`config.mk`:
```
export PLATFORM = sky130hd
export DESIGN_NAME = i2c_pot_target
export DESIGN_NICKNAME = d
export VERILOG_FILES = /design/src/rtl/i2c_pot_target.sv
export SDC_FILE = /design/constraint.sdc
export NUM_CORES = 1
export LEC_CHECK = 0
export ABC_AREA = 1
export ABC_CLOCK_PERIOD_IN_PS = 2140
export BUFFER_PORTS_ARGS = -buffer_cell sky130_fd_sc_hd__buf_4
export CAP_MARGIN = 20
export CORE_MARGIN = 1
export CORE_UTILIZATION = 58
export DETAILED_ROUTE_END_ITERATION = 8
export PLACE_DENSITY_LB_ADDON = 0.08
export SYNTH_ARGS = -nofsm -noshare
export SYNTH_HDL_FRONTEND = slang
export SYNTH_SLANG_ARGS = --single-unit
```
`constraint.sdc`:
```
create_clock -name clk -period 2.14 [get_ports clk]
set_input_delay 0.642 -clock clk [delete_from_list [all_inputs] [get_ports clk]]
set_output_delay 0.642 -clock clk [all_outputs]
set_load 0.005 [all_outputs]
```
`src/rtl/i2c_pot_target.sv`:
```
`timescale 1ns/1ps
module i2c_pot_target #(
  parameter logic [4:0] ID_PREFIX = 5'b01010
) (
  input  logic       clk,
  input  logic       rst_n,
  input  logic       ready,
  input  logic [1:0] strap,
  input  logic       scl_i,
  input  logic       sda_i,
  output logic       sda_oe,
  output logic [7:0] reg_addr,
  output logic       reg_wr,
  output logic [7:0] reg_wdata,
  input  logic [7:0] reg_rdata,
  output logic       reg_done
);

  typedef enum logic [3:0] {
    S_IDLE, S_ID, S_IDACK, S_ADDR, S_ADDRACK, S_WDATA, S_WACK, S_RDATA, S_RACK, S_IGN
  } st_t;

  st_t        st;
  logic       scl_q, sda_q, rd, mack, matched;
  logic [3:0] cnt;
  logic [7:0] sh;

  logic scl_rise, scl_fall, start_c, stop_c, rx, id_ok;
  assign scl_rise = scl_i & ~scl_q;
  assign scl_fall = ~scl_i & scl_q;
  assign start_c  = scl_i & scl_q & sda_q & ~sda_i;
  assign stop_c   = scl_i & scl_q & ~sda_q & sda_i;
  assign rx       = (st == S_ID) || (st == S_ADDR) || (st == S_WDATA);
  assign id_ok    = (sh[7:3] == ID_PREFIX) && (sh[2:1] == strap);

  always_ff @(posedge clk or negedge rst_n) begin
    if (!rst_n) begin
      scl_q     <= 1'b1;
      sda_q     <= 1'b1;
      st        <= S_IDLE;
      sda_oe    <= 1'b0;
      reg_addr  <= '0;
      reg_wr    <= 1'b0;
      reg_wdata <= '0;
      reg_done  <= 1'b0;
      rd        <= 1'b0;
      mack      <= 1'b0;
      matched   <= 1'b0;
      cnt       <= '0;
      sh        <= '0;
    end else begin
      scl_q    <= scl_i;
      sda_q    <= sda_i;
      reg_wr   <= 1'b0;
      reg_done <= 1'b0;
      if (stop_c) begin
        st       <= S_IDLE;
        sda_oe   <= 1'b0;
        reg_done <= matched;
        matched  <= 1'b0;
      end else if (start_c && ready) begin
        st     <= S_ID;
        cnt    <= '0;
        sda_oe <= 1'b0;
      end else if (scl_rise) begin
        if (rx) begin
          sh  <= {sh[6:0], sda_i};
          cnt <= cnt + 4'd1;
        end
        if (st == S_RACK) mack <= ~sda_i;
      end else if (scl_fall) begin
        case (st)
          S_ID: if (cnt == 4'd8) begin
            if (id_ok) begin
              sda_oe  <= 1'b1;
              rd      <= sh[0];
              matched <= 1'b1;
              st      <= S_IDACK;
            end else st <= S_IGN;
          end
          S_ADDR: if (cnt == 4'd8) begin
            reg_addr <= sh;
            sda_oe   <= 1'b1;
            st       <= S_ADDRACK;
          end
          S_WDATA: if (cnt == 4'd8) begin
            reg_wdata <= sh;
            reg_wr    <= 1'b1;
            sda_oe    <= 1'b1;
            st        <= S_WACK;
          end
          S_IDACK: begin
            cnt <= '0;
            if (rd) begin
              sh     <= reg_rdata;
              sda_oe <= ~reg_rdata[7];
              st     <= S_RDATA;
            end else begin
              sda_oe <= 1'b0;
              st     <= S_ADDR;
            end
          end
          S_ADDRACK: begin
            sda_oe <= 1'b0;
            cnt    <= '0;
            st     <= S_WDATA;
          end
          S_WACK: begin
            sda_oe <= 1'b0;
            st     <= S_IGN;
          end
          S_RDATA: if (cnt == 4'd7) begin
            sda_oe   <= 1'b0;
            reg_addr <= reg_addr + 8'd1;
            st       <= S_RACK;
          end else begin
            sh     <= {sh[6:0], 1'b0};
            sda_oe <= ~sh[6];
            cnt    <= cnt + 4'd1;
          end
          S_RACK: if (mack) begin
            cnt    <= '0;
            sh     <= reg_rdata;
            sda_oe <= ~reg_rdata[7];
            st     <= S_RDATA;
          end else st <= S_IGN;
          default: ;
        endcase
      end
    end
  end

  assert_quiet_when_idle_R3: assert property (@(posedge clk) disable iff (!rst_n)
    (st == S_IDLE || st == S_IGN) |-> !sda_oe);
  assert_strobe_single_R4: assert property (@(posedge clk) disable iff (!rst_n)
    reg_wr |=> !reg_wr);
  assert_strobe_with_ack_R4: assert property (@(posedge clk) disable iff (!rst_n)
    reg_wr |-> (st == S_WACK && sda_oe));
  assert_drive_on_low_R6: assert property (@(posedge clk) disable iff (!rst_n)
    $rose(sda_oe) |-> !$past(scl_i));
  assert_not_ready_R9: assert property (@(posedge clk) disable iff (!rst_n)
    (start_c && !ready && st == S_IDLE) |=> st == S_IDLE);
  assert_stop_abort_R10: assert property (@(posedge clk) disable iff (!rst_n)
    stop_c |=> (st == S_IDLE && !sda_oe && !reg_wr));
  assert_done_after_stop_R11: assert property (@(posedge clk) disable iff (!rst_n)
    reg_done |-> $past(stop_c));

endmodule

```
# Yosys cells after proc, flatten, opt, wreduce, memory -nomap -nowiden
# Cells that the tools add are included.
# totals
regBits	40
mem_count	0
inputBits	15
latchBits	0
ram_bits	0
romBits	0
# op_classes
n_bitwise	16
reduce_logical	28
div_mod_pow	0
order_cmp	0
add_sub_neg	2
eq_ne	31
shifts	0
n_mul	0
mux	52
# ops
cell	count
$mux 4	16
$mux 8	8
$pmux 4 s8	1
$reduce_and 7->1	4
$pmux 8 s3	1
$mux 1	22
$eq 4x3->1 const B	5
$reduce_and 6->1	3
$ne 4x4->1 const B	4
$pmux 8 s2	1
$ne 4x2->1 const B	3
$pmux 4 s3	1
$reduce_bool 2->1	6
$reduce_bool 10->1	1
$ne 3x3->1 const B	3
$not 1->1	9
$add 8x1->8 const B	1
$eq 4x2->1 const B	2
$eq 4x4->1 const B	2
$reduce_and 8->1	1
$reduce_bool 8->1	1
$and 1x1->1	7
$ne 2x1->1 const B	3
$ne 3x1->1 const B	2
16 further kinds	22

# Depth between registers and ports, before layout
# logic_depth
depth_word	9
ltp_mapped	12

# Least setup slack after synthesis
# No wires, ideal clock.
# synth_path
kind	input to register
startpoint	in scl_i
endpoint	reg sh[6]
slack_ps	220
t_arrival_ps	1796
n_path_buf	1
path_stages	10
required_ps	2017
cell_sequence	ha_1 nand2_1 inv_1 nand2_2 nand2_2 nor2_1 nand3_4 buf_6 nand2_1 o21ai_2
# synth_via
elab_chain_len	6
word_cells_on_any_way	19
classes_between	4 x eq/ne; 1 x mux; 10 x bitwise; 4 x reduce/logical
# synth_rtl
item	line	source
from (decl)	9	input logic scl_i,
$and 1x1->1	31, 32	
$and 1x1->1 (2 in series)	31	assign start_c = scl_i & scl_q & sda_q & ~sda_i;
$logic_and 1x1->1	61	end else if (start_c && ready) begin
$not 1->1 (no source line)	n/a	
$reduce_and 8->1 (no source line)	n/a	
to (signal assigned)	67	sh <= {sh[6:0], sda_i};
to (signal assigned)	95	sh <= reg_rdata;
to (signal assigned)	117	sh <= {sh[6:0], 1'b0};
to (decl)	26	logic [7:0] sh;
# Several ways; a longest one is shown, not always the timed one.
# A chain may end at the register's enable or synchronous reset.

# Worst setup path in the final report
# layout_path
startpoint	reg scl_q
endpoint	reg st[0]
# layout_via
elab_chain_len	6
word_cells_on_any_way	19
classes_between	5 x eq/ne; 2 x mux; 8 x bitwise; 4 x reduce/logical
# layout_rtl
item	line	source
from (decl)	24	logic scl_q, sda_q, rd, mack, matched;
from (signal assigned)	52	scl_q <= scl_i;
$and 1x1->1	31, 32	
$and 1x1->1 (2 in series)	31	
$logic_and 1x1->1	61	
$reduce_bool 10->1 (no source line) (tied with other cells)	n/a	
$reduce_and 7->1 (no source line) or $mux 4 (tied branches)	n/a	
to (signal assigned)	40	st <= S_IDLE;
to (signal assigned)	57	st <= S_IDLE;
to (signal assigned)	62	st <= S_ID;
to (decl)	23	st_t st;
# Several ways; a longest one is shown, not always the timed one.

==> flow_metrics.py <==
metrics = {
    "status": {
        "outcome": "finished, final reports clean",
    },
    "sta": {
        "setup_viol": 0,
        "worst_pin_slew_ns": 0.495,
        "timing.final.hold_violations": 0,
        "finalMaxSlewViolations": 0,
        "finalClockSkew_ns": 0.00697,
        "min_period_ns": 1.97,
        "clock.fmax_mhz": 507,
        "tns_ns": 0,
        "slew-limit-headroom_pct": 67.0,
        "timing.hold.ws_ns": 0.309,
        "layout_setup_ws_ns": 0.168,
        "fin_crit_sh_pct": 92.1,
    },
    "placement": {
        "gp_routability_congestion": 0.937,
        "dpl_worst_slack_ns": 0.00396,
        "dp_hpwl_um": 4990,
        "placement.io_buffers": 33,
    },
    "finish": {
        "final_nets": 454,
        "final_layout_size_suffix_gt1_share_pct": 18.5,
        "area_growth_from_synthesis_to_layout_pct": 15.7,
        "antennaDiodeCount": 0,
        "final_core_util_pct": 70.2,
    },
    "yosys": {
        "synth_area_per_cell_um2": 6.80,
        "synthDistinctLibCells": 31,
        "post_synthesis_sequential_element_count": 40,
        "synthesis.area_mm2": 0.00264,
        "number_of_nets_in_the_synthesized_netlist": 411,
        "synth-warning-count": 0,
        "synth_sequential_area_ratio_pct": 38.0,
        "synthesis.instances": 389,
    },
    "setup_path": {
        "timing.critical_path.buf_inv": 0,
        "critical_path.cell_chain": "ha_1 > nand2_1 > nor2_2 > nor2_1 > nand2_1 > nand2_1 > nor2_1 > nand3_1 > nand2_1 > nand2_1",
        "crit_family": "simple AND/OR/NAND/NOR gates",
        "critPathKind": "reg2reg",
        "worst_ep_required_time_ns": 2.33,
        "critical-path-top-cell-by-count": "nand2_1",
        "critPathLaunchType": "flip-flop",
        "crit_path_top_delay_cell": "dfstp_2",
        "arrival_time_of_the_worst_setup_path_ns": 2.16,
        "delay_of_the_slowest_critical_path_stage_ns": 0.57,
        "worst_setup_path_end_kind": "flip-flop",
        "critical_path.max_fanout": 6,
    },
    "global_routing": {
        "first_global_vias": 2411,
        "global_route_wire_length_before_repair_um": 11000,
        "gr-total-overflow": 0,
        "grt_usage_pct": 28.6,
        "number_of_antenna_violations_at_the_first_check_in_global_routing": 0,
        "grt_start_max_net_pins": 41,
    },
    "drt": {
        "drt-vias-per-instance": 5.35,
        "drt-wirelength-per-cell_um": 13.3,
        "wirelength_um": 6420,
        "dr_total_vias": 2588,
        "detail_route.iter0.violations": 158,
        "drt_first_pass_iters": 4,
        "antenna_left": 0,
        "drcViolationCount": 0,
    },
    "clocking": {
        "worst_skew_pair.late_latency_ns": 0.29,
        "cts.sinks": 40,
        "cts_tree": "done",
        "htree_num_levels": 2,
        "clkSlewWorstSetupHoldPaths_ns": 0.08,
        "tritoncts.num_buffers": 5,
        "post_cts_buffers": 0,
        "cts.path.max_buffers": 2,
        "cts_root_buffer": "clkbuf_8",
    },
    "min_path": {
        "timing.hold.worst.class": "in2async",
    },
    "die": {
        "placeableCoreArea_mm2": 0.00435,
        "fp.dieH_um": 69.5,
        "initial_utilization_pct": 60.7,
        "die_x_um": 69.5,
        "fp_rows": 24,
        "floorplan.die_area_mm2": 0.00483,
        "design.portCount": 34,
    },
    "pwr": {
        "cellLeakagePower_nw": 1.68,
        "ir_drop_v": 0.000781,
        "total_power_w": 0.00294,
        "powerDensity_mw_per_mm2": 960,
    },
    "flow_run": {
        "max-cap-violations": 0,
    },
}
## registers in the layout (all words and copies together) (netlist names)
name,cells
mack,1
sda_q,1
sda_oe,1
rd,1
reg_wdata,8
reg_wr,1
sh,8
reg_addr,8
matched,1
st,4
scl_q,1
reg_done,1
cnt,4
## placed cells by master, fill, tap and decap left out, types with 3 or more instances in the layout
master	count
nand2_1	134
nor2_1	48
inv_1	42
buf_4	41
dfrtp_1	38
nand3_1	29
o21ai_0	27
a21oi_1	9
o21ai_2	8
ha_1	7
nor2_2	6
nand2_2	6
nand4_1	5
clkbuf_8	5
inv_2	3
o21ai_1	3
xor2_1	3
## where the power goes
group	switching (W)	internal, W
combinational	0.000871	0.000478
clock	0.000261	0.000221
sequential	0.000178	0.000925
total	0.00131	0.00162
## cells by family (layout without fill, tap and decap cells)
logic type               Yosys count  in the layout  share of synthesized area [%]
AO/OA/AOI/OAI                     51             51                           11.2
buffers and inverters             51             94                           8.33
flip-flops                        40             40                           38.0
adder cells (fa/ha/maj)            7              7                           3.31
XOR/XNOR                           4              4                           1.33
AND/OR/NAND/NOR                  236            236                           37.9
## metrics by stage
step / instances / cell area, um^2
final: 484 / 3060
after global routing: 484 / 3060
after CTS: 484 / 3060
after detailed placement: 477 / 2970
after global placement: 477 / 2970
after floorplan: 389 / 2640
## what timing repair did
action	in CTS	in global routing
resized for setup	0	1
setup endpoints to repair	0	4
hold buffers	0	0
## final timing paths
| kind | start | end | slack [ns] | depth (start not counted) |
|---|---|---|---|---|
| min reg2reg | sda_oe | sda_oe | 0.48 | 2 |
| min | rst_n | sda_oe | 0.31 | 1 |
| min in group clk | sda_oe | sda_oe | 0.48 | 2 |
| max | scl_q | st[0] | 0.17 | 10 |
| max reg2reg | scl_q | st[0] | 0.17 | 10 |
| max in group asynchronous | rst_n | scl_q | 1.47 | 1 |
## layer usage
metal  track usage, %  vias up  wire [um]
met5                0        -          0
met3             5.38       11        396
met2             44.2       80       2860
met1             40.5     1185       3060
met4             9.75        0         99
li1                 -     1312          -
## synthesized netlist by cell type (all sizes together)
cell type,count,area share (%)
clkbuf,1,0.14
ha,7,3.3
o21bai,1,0.28
dfstp,2,2.0
o21ai,38,8.3
a21oi,10,2.0
xnor2,1,0.33
o31ai,1,0.28
buf,4,1.5
nand3,30,6.2
inv,45,6.4
or2,2,0.47
nor2,54,8.1
nand4,5,1.2
nand3b,1,0.28
clkinv,1,0.33
o21a,1,0.28
nand2,141,21
dfrtp,38,36
xor2,3,0.99
nor3,3,0.76
## area by class of cell
cell class | count | area, um^2
clock inverter | 2 | 12.5
inverter | 46 | 178
fill | 400 | 1300
multi-input combinational | 298 | 1420
tap | 52 | 65.1
timing repair buffer | 41 | 308
sequential | 40 | 1000
clock buffer | 5 | 68.8
Note: power is estimated with default switching activity, not from simulation.
